===== src/rtl/adcr_pkg.sv =====
package adcr_pkg;
  localparam int CHAN_W = 3;

  typedef struct packed {
    logic [CHAN_W-1:0] chan;
    logic              diff;
    logic              bip;
  } adcr_cfg_t;
endpackage


===== src/rtl/adcr_strobe_det.sv =====
module adcr_strobe_det (
  input  logic clk,
  input  logic rst_n,
  input  logic cs_n,
  input  logic rd_n,
  input  logic hben,
  output logic rd_act,
  output logic start_req
);
  logic rd_act_q;
  logic rd_act_d;

  assign rd_act    = ~cs_n & ~rd_n;
  assign start_req = rd_act & ~rd_act_q & ~hben;
  assign rd_act_d  = rd_act;

  always_ff @(posedge clk or negedge rst_n) begin
    if (!rst_n) rd_act_q <= 1'b0;
    else        rd_act_q <= rd_act_d;
  end
endmodule


===== src/rtl/adcr_sar_seq.sv =====
module adcr_sar_seq
  import adcr_pkg::*;
#(
  parameter int RES_W      = 12,
  parameter int TRACK_CLKS = 3
) (
  input  logic             clk,
  input  logic             rst_n,
  input  logic             start,
  input  adcr_cfg_t        cfg_in,
  input  logic             cmp_in,
  output logic             conv,
  output logic             hold,
  output logic             done,
  output logic [RES_W-1:0] trial_code,
  output logic [RES_W-1:0] result,
  output adcr_cfg_t        cfg_q
);
  localparam int TOTAL = TRACK_CLKS + RES_W;
  localparam int CNT_W = $clog2(TOTAL + 1);

  logic             conv_q, conv_d;
  logic [CNT_W-1:0] cnt_q, cnt_d;
  logic [RES_W-1:0] sar_q, sar_d, sar_nxt;
  logic [RES_W-1:0] res_q, res_d;
  adcr_cfg_t        cfg_r, cfg_d;
  logic [CNT_W-1:0] step_c;
  logic [CNT_W-1:0] bit_idx;
  logic [RES_W-1:0] trial_bit;
  logic             last;

  assign hold      = conv_q && (cnt_q >= CNT_W'(TRACK_CLKS));
  assign step_c    = cnt_q - CNT_W'(TRACK_CLKS);
  assign bit_idx   = CNT_W'(RES_W - 1) - step_c;
  assign trial_bit = hold ? (RES_W'(1) << bit_idx) : '0;
  assign sar_nxt   = sar_q | (cmp_in ? trial_bit : '0);
  assign last      = conv_q && (cnt_q == CNT_W'(TOTAL - 1));

  always_comb begin
    conv_d = conv_q;
    cnt_d  = cnt_q;
    sar_d  = sar_q;
    res_d  = res_q;
    cfg_d  = cfg_r;
    if (start) begin
      conv_d = 1'b1;
      cnt_d  = '0;
      sar_d  = '0;
      cfg_d  = cfg_in;
    end else if (conv_q) begin
      if (hold) sar_d = sar_nxt;
      if (last) begin
        conv_d = 1'b0;
        res_d  = sar_nxt;
      end else begin
        cnt_d = cnt_q + CNT_W'(1);
      end
    end
  end

  always_ff @(posedge clk or negedge rst_n) begin
    if (!rst_n) begin
      conv_q <= 1'b0;
      cnt_q  <= '0;
      sar_q  <= '0;
      res_q  <= '0;
      cfg_r  <= '0;
    end else begin
      conv_q <= conv_d;
      cnt_q  <= cnt_d;
      sar_q  <= sar_d;
      res_q  <= res_d;
      cfg_r  <= cfg_d;
    end
  end

  assign conv       = conv_q;
  assign done       = last;
  assign trial_code = sar_q | trial_bit;
  assign result     = res_q;
  assign cfg_q      = cfg_r;
endmodule


===== src/rtl/adcr_bus_port.sv =====
module adcr_bus_port #(
  parameter int RES_W = 12,
  parameter int LO_W  = 8
) (
  input  logic             clk,
  input  logic             rst_n,
  input  logic             cs_n,
  input  logic             hben,
  input  logic             rd_act,
  input  logic             wait_mode,
  input  logic             conv,
  input  logic             done,
  input  logic [RES_W-1:0] result,
  output logic [RES_W-1:0] dout,
  output logic             dout_en,
  output logic             rdy_n
);
  localparam int HI_W = RES_W - LO_W;

  logic mode_q, mode_d;
  logic seen_q, seen_d;

  always_comb begin
    mode_d = mode_q;
    if (!conv) mode_d = wait_mode;
    seen_d = seen_q;
    if (done)      seen_d = 1'b1;
    else if (cs_n) seen_d = 1'b0;
  end

  always_ff @(posedge clk or negedge rst_n) begin
    if (!rst_n) begin
      mode_q <= 1'b0;
      seen_q <= 1'b0;
    end else begin
      mode_q <= mode_d;
      seen_q <= seen_d;
    end
  end

  assign rdy_n   = ~(mode_q & ~cs_n & ~hben & ~seen_q);
  assign dout_en = rd_act;

  assign dout[RES_W-1:LO_W] = result[RES_W-1:LO_W];
  generate
    if (HI_W < LO_W) begin : g_pad
      assign dout[LO_W-1:0] = hben ? {{(LO_W-HI_W){1'b0}}, result[RES_W-1:LO_W]}
                                   : result[LO_W-1:0];
    end else begin : g_nopad
      assign dout[LO_W-1:0] = hben ? result[RES_W-1:LO_W] : result[LO_W-1:0];
    end
  endgenerate
endmodule


===== src/rtl/adcr_read_if.sv =====
module adcr_read_if
  import adcr_pkg::*;
(
  input  logic              clk,
  input  logic              rst_n,
  input  logic              cs_n,
  input  logic              rd_n,
  input  logic              hben,
  input  logic              wait_mode,
  input  logic [CHAN_W-1:0] sel_chan,
  input  logic              sel_diff,
  input  logic              sel_bip,
  input  logic              cmp_in,
  output logic              busy_n,
  output logic              rdy_n,
  output logic [11:0]       dout,
  output logic              dout_en,
  output logic              hold,
  output logic [11:0]       trial_code,
  output logic [CHAN_W-1:0] conv_chan,
  output logic              conv_diff,
  output logic              conv_bip,
  output logic              start_ovr
);
  localparam int RES_W      = 12;
  localparam int TRACK_CLKS = 3;
  localparam int LO_W       = 8;

  logic       rst_s1, rst_s2;
  logic       rd_act, start_req, start, conv, done;
  logic [RES_W-1:0] result;
  adcr_cfg_t  cfg_in, cfg_q;

  always_ff @(posedge clk or negedge rst_n) begin
    if (!rst_n) begin
      rst_s1 <= 1'b0;
      rst_s2 <= 1'b0;
    end else begin
      rst_s1 <= 1'b1;
      rst_s2 <= rst_s1;
    end
  end

  adcr_strobe_det u_strobe (
    .clk       (clk),
    .rst_n     (rst_s2),
    .cs_n      (cs_n),
    .rd_n      (rd_n),
    .hben      (hben),
    .rd_act    (rd_act),
    .start_req (start_req)
  );

  assign start     = start_req & ~conv;
  assign start_ovr = start_req & conv;

  assign cfg_in.chan = sel_chan;
  assign cfg_in.diff = sel_diff;
  assign cfg_in.bip  = sel_bip;

  adcr_sar_seq #(.RES_W(RES_W), .TRACK_CLKS(TRACK_CLKS)) u_seq (
    .clk        (clk),
    .rst_n      (rst_s2),
    .start      (start),
    .cfg_in     (cfg_in),
    .cmp_in     (cmp_in),
    .conv       (conv),
    .hold       (hold),
    .done       (done),
    .trial_code (trial_code),
    .result     (result),
    .cfg_q      (cfg_q)
  );

  adcr_bus_port #(.RES_W(RES_W), .LO_W(LO_W)) u_port (
    .clk       (clk),
    .rst_n     (rst_s2),
    .cs_n      (cs_n),
    .hben      (hben),
    .rd_act    (rd_act),
    .wait_mode (wait_mode),
    .conv      (conv),
    .done      (done),
    .result    (result),
    .dout      (dout),
    .dout_en   (dout_en),
    .rdy_n     (rdy_n)
  );

  assign busy_n    = ~conv;
  assign conv_chan = cfg_q.chan;
  assign conv_diff = cfg_q.diff;
  assign conv_bip  = cfg_q.bip;
endmodule


===== config.mk =====
export PLATFORM = sky130hd
export DESIGN_NAME = adcr_read_if
export DESIGN_NICKNAME = d
export VERILOG_FILES = /design/src/rtl/adcr_pkg.sv /design/src/rtl/adcr_strobe_det.sv /design/src/rtl/adcr_sar_seq.sv /design/src/rtl/adcr_bus_port.sv /design/src/rtl/adcr_read_if.sv
export SDC_FILE = /design/constraint.sdc
export NUM_CORES = 1
export LEC_CHECK = 0
export BUFFER_PORTS_ARGS = -buffer_cell sky130_fd_sc_hd__buf_2
export CAP_MARGIN = 10
export CORE_UTILIZATION = 50
export CTS_CLUSTER_SIZE = 24
export DETAILED_ROUTE_END_ITERATION = 8
export PLACE_DENSITY_LB_ADDON = 0.15
export REMOVE_ABC_BUFFERS = 1
export SLEW_MARGIN = 20
export SYNTH_ARGS = -nofsm -noshare
export SYNTH_HDL_FRONTEND = slang
export SYNTH_SLANG_ARGS = --single-unit

===== constraint.sdc =====
create_clock -name clk -period 3.1 [get_ports clk]
set_input_delay 0.31 -clock clk [delete_from_list [all_inputs] [get_ports clk]]
set_output_delay 0.31 -clock clk [all_outputs]
set_load 0.005 [all_outputs]

* Word level (Yosys, flattened, before mapping)
Index checks and enable logic that the tools add are counted.
W data, S select, Z words.
** Cells by class
- Add/subtract/negate cells :: 3
- Magnitude comparators :: 1
- Equal/unequal tests :: 2
- Shift operators :: 1
- Multiplexer cells :: 14
- Bitwise gates (word level) :: 18
- Reductions and logical operators :: 8
** Operators by type and width (number)
- $mux W12 :: 5
- $or A12 B12 Y12 :: 2
- $mux W4 :: 3
- $shl A1 B4 Y12 const A :: 1
- $and A1 B1 Y1 :: 8
- $mux W8 :: 1
- $not A1 Y1 :: 8
- $reduce_bool A2 Y1 :: 3
- $mux W1 :: 5
- $add A4 B1 Y4 const B :: 1
- $eq A4 B4 Y1 const B :: 1
- $ge A4 B2 Y1 const B :: 1
- $reduce_and A2 Y1 :: 2
- $sub A4 B2 Y4 const B :: 1
- $sub A4 B4 Y4 const A :: 1
- $reduce_and A3 Y1 :: 1
- $logic_and A1 B1 Y1 :: 2
- $ne A2 B2 Y1 const B :: 1
** Storage, ports and cells
- Register bits after elaboration :: 39
- Input bits :: 12
- Output and inout port bits :: 34
- Logic and storage cells :: 59

* Longest topological paths before layout
- Depth in word-level cells :: 9
- Gate-level depth with buffers :: 6
- Gate-level depth less buffers :: 6

* Cells and area by module
From an unflattened synthesis, not the netlist that was laid out.
** Unflattened totals
- Cells, all modules :: 195
- Area, all modules :: 2075.7 um2
** Modules (own cells, without submodules)
- adcr_sar_seq :: instances 1, cells each 166, area each 1749.2 um2, sequential area each 850.8 um2
- adcr_bus_port :: instances 1, cells each 20, area each 215.2 um2, sequential area each 50.0 um2
- adcr_read_if :: instances 1, cells each 6, area each 70.1 um2, sequential area each 50.0 um2
- adcr_strobe_det :: instances 1, cells each 3, area each 41.3 um2, sequential area each 25.0 um2

* Worst setup path after synthesis
OpenSTA, ideal clock, no wires.
- Path kind :: reg2out
- From :: register u_seq.cnt_q[0]
- To :: output trial_code[0]
- Data arrival time :: 1.379 ns
- Required time :: 2.790 ns
- Slack :: 1.411 ns
- Cell stages (with the launch flop) :: 7
- Path buffers :: 1
- Cell sequence :: dfrtp_1 ha_1 clkbuf_2 inv_1 nor3b_1 a31oi_4 o21bai_1
** On the way
- Word-level cells in the longest chain between the ends :: 5
- Elaborated cells between the ends (all ways) :: 7
- Classes of those cells :: add/sub: 2; order compare: 1; shift: 1; mux: 1; bitwise: 1; reduce/logical: 1
** RTL lines
- start, declared :: line adcr_sar_seq.sv:23 : logic [CNT_W-1:0] cnt_q, cnt_d;
- start signal, assigned :: line adcr_sar_seq.sv:70 : cnt_q <= cnt_d;
- $sub A4 B2 Y4 :: line adcr_sar_seq.sv:33 : assign step_c = cnt_q - CNT_W'(TRACK_CLKS);
- $sub A4 B4 Y4 :: line adcr_sar_seq.sv:34 : assign bit_idx = CNT_W'(RES_W - 1) - step_c;
- $shl A1 B4 Y12 :: line adcr_sar_seq.sv:35 : assign trial_bit = hold ? (RES_W'(1) << bit_idx) : '0;
- $mux W12 * :: line adcr_sar_seq.sv:35
- $or A12 B12 Y12 * :: line adcr_sar_seq.sv:79 : assign trial_code = sar_q | trial_bit;
- end, declared :: line adcr_read_if.sv:19 : output logic [11:0] trial_code,
Mark *: on every way between the ends. The rest lies on a longest branch, timed or not.

* Final worst setup path
- From :: register u_seq.cnt_q[0]
- To :: output trial_code[2]
The elaborated chain is that of the path after synthesis.

==> flow_summary.json <==
{
  "outcome": "finished clean",
  "vias_per_cell": 5.254,
  "clk_pin_slew_ns": 0.07,
  "synth.area.top_cells": "dfrtp_1, nand2_1, mux2i_1, o21ai_0, o21bai_1",
  "worstSetupStartpointType": "register",
  "syn-cell-area_mm2": 0.001959,
  "hpwl_um": 2744,
  "post-cts-setup-buffer-count": 0,
  "fmax_mhz": 442.8,
  "synth_area_per_cell_um2": 9.946,
  "die-height_um": 64.60,
  "power_mw": 2.041,
  "antenna_found_initial": 0,
  "crit_fanout": 9,
  "synth.most_common_cell": "dfrtp_1",
  "async_flop_share": 1.000,
  "drtIter0Drc": 72,
  "grt_pass1_wl_um": 6568,
  "h-tree-depth": 2,
  "p_per_area_mw_per_mm2": 895.7,
  "clk_latency_ns": 0.29,
  "numPortBuffers": 45,
  "clockRootBuffer": "clkbuf_8",
  "worstMarginPinSlew_ns": 0.6150,
  "synth_top_area_frac": 0.4981,
  "slew_violations": 0,
  "grt_usage": 0.2123,
  "slew-limit-headroom": 0.5890,
  "vias": 1508,
  "holdBufCountCts": 1,
  "synth_cell_types": 35,
  "synth_common_cells": "dfrtp_1, nand2_1, o21ai_0",
  "postRouteAntennaNets": 0,
  "overflow": 0,
  "synthFlopType": "dfrtp_1",
  "yosysSeqAreaShare": 0.4981,
  "ys_warn_count": 0,
  "period_minus_slack_ns": 2.258,
  "hold_violations": 0,
  "cts_resized": 0,
  "grt_pass1_vias": 1383,
  "antenna_cells": 0,
  "ioPinCount": 46,
  "drive_above_1_share": 0.2720,
  "required_ns": 2.79,
  "synth_top_area_cell": "dfrtp_1",
  "yosys_register_bits": 39,
  "nNetsFinal": 256,
  "synth-edff-count": 0,
  "holdWs_ns": 0.2022,
  "place_congestion": 0.7946,
  "grt_max_degree": 38,
  "rows": 22,
  "synthCells": 197,
  "dieArea_mm2": 0.004173,
  "leakage_nw": 1.201,
  "wl_per_cell_um": 13.43,
  "die_w_um": 64.60,
  "rsz0062_at_grt": "no",
  "drtPass1Iterations": 4,
  "core-area_mm2": 0.003716,
  "period_share": 0.7284,
  "min_path_type": "in -> reg",
  "cts_tree": "done",
  "worstSetupPathType": "reg -> out",
  "numCtsBuffers": 5,
  "endpoint_kind": "output port",
  "dp_slack_ns": 1.141,
  "drc": 0,
  "maxCapViolations": 0,
  "setup_viol": 0,
  "peakVddDrop_mv": 0.5476,
  "clock_sinks": 39,
  "layout_setup_ws_ns": 0.8418,
  "finClkSkew_ns": 0.007257,
  "start_util": 0.5273,
  "tns_ns": 0,
  "clk_path_buf_depth": 2,
  "wirelength_um": 3855,
  "syn_to_final_growth_pct": 16.28,
  "crit_arrival_ns": 1.95
}
==> cell type report <==
type,count,area [µm²]
Multi-Input combinational cell,140,885.9
Timing Repair Buffer,48,250.2
Fill cell,339,1438
Clock buffer,6,82.58
Sequential cell,39,975.9
Inverter,5,18.77
Clock inverter,1,5.005
Tap cell,48,60.06
==> report_power, final <==
part	switching (mW)	internal (mW)	leakage, nW
logic	0.429	0.390	0.649
registers	0.180	0.700	0.505
clock network	0.167	0.174	0.0470
total	0.776	1.26	1.20
==> sequential cells by signal, indices dropped and copies added, names as in the netlist <==
signal / cells
u_seq.sar_q: 12
rst_s2: 1
u_port.mode_q: 1
u_seq.cnt_q: 4
u_port.seen_q: 1
u_seq.result: 12
u_strobe.rd_act_q: 1
rst_s1: 1
u_seq.conv: 1
u_seq.cfg_q: 5
==> per-stage QoR <==
stage / std cells / utilization / area (µm²)
floorplan: 184 / - / 1881
global placement: 279 / 0.5869 / 2181
detailed placement: 279 / 0.5869 / 2181
CTS: 287 / 0.6131 / 2278
global route: 287 / 0.6131 / 2278
finish: 287 / 0.6131 / 2278
==> final timing paths <==
| kind | to | slack, ns | depth (start not counted) | startpoint |
|---|---|---|---|---|
| setup / recovery | trial_code[2] | 0.84 | 6 | u_seq.cnt_q[0] |
| hold / removal | u_strobe.rd_act_q | 0.20 | 2 | rd_n |
| hold reg to reg | u_seq.sar_q[2] | 0.29 | 1 | rst_s2 |
| max in group asynchronous | u_seq.cnt_q[0] | 2.49 | 1 | rst_s2 |
| min in group asynchronous | u_seq.sar_q[2] | 0.29 | 1 | rst_s2 |
| setup reg to reg | u_seq.cnt_q[0] | 1.38 | 4 | u_seq.conv |
==> worst max-delay path, stage by stage, from the launching register on <==
cell and delay [ns]:
dfrtp_1 0.44, ha_1 0.32, inv_1 0.14, nor3b_1 0.35, a31oi_4 0.11, o21bai_1 0.18
buf_2 0.13
==> metal layers <==
layer  wire length, µm  share of wire  vias to the layer above  track usage
met2              1752           0.45                       26       0.3211
met3               114          0.030                        6      0.05810
met5                 0              0                        -            0
li1                  -              -                      754            -
met4                62          0.016                        0      0.08333
met1              1925           0.50                      722       0.2892
==> cells in the final DEF (no fill, tap or decap), types with 6 or more instances in the layout <==
| master | instances |
|---|---|
| o21ai_1 | 7 |
| dfrtp_1 | 39 |
| mux2i_1 | 9 |
| clkbuf_8 | 6 |
| o21bai_1 | 10 |
| o21ai_0 | 18 |
| nor2_1 | 6 |
| nand3_1 | 7 |
| nand2_1 | 37 |
| buf_2 | 45 |
==> logic make-up after synthesis <==
group           after synthesis  share of synthesized area
simple gates                 70                     0.1686
other cells                   1                   0.001914
flops                        39                     0.4981
xor+xnor                      4                    0.02172
fa+ha+maj                     5                    0.03193
compound gates               46                     0.1533
buf+inv                      18                    0.04980
mux                          14                    0.07471
(Power assumes the default switching activity.)
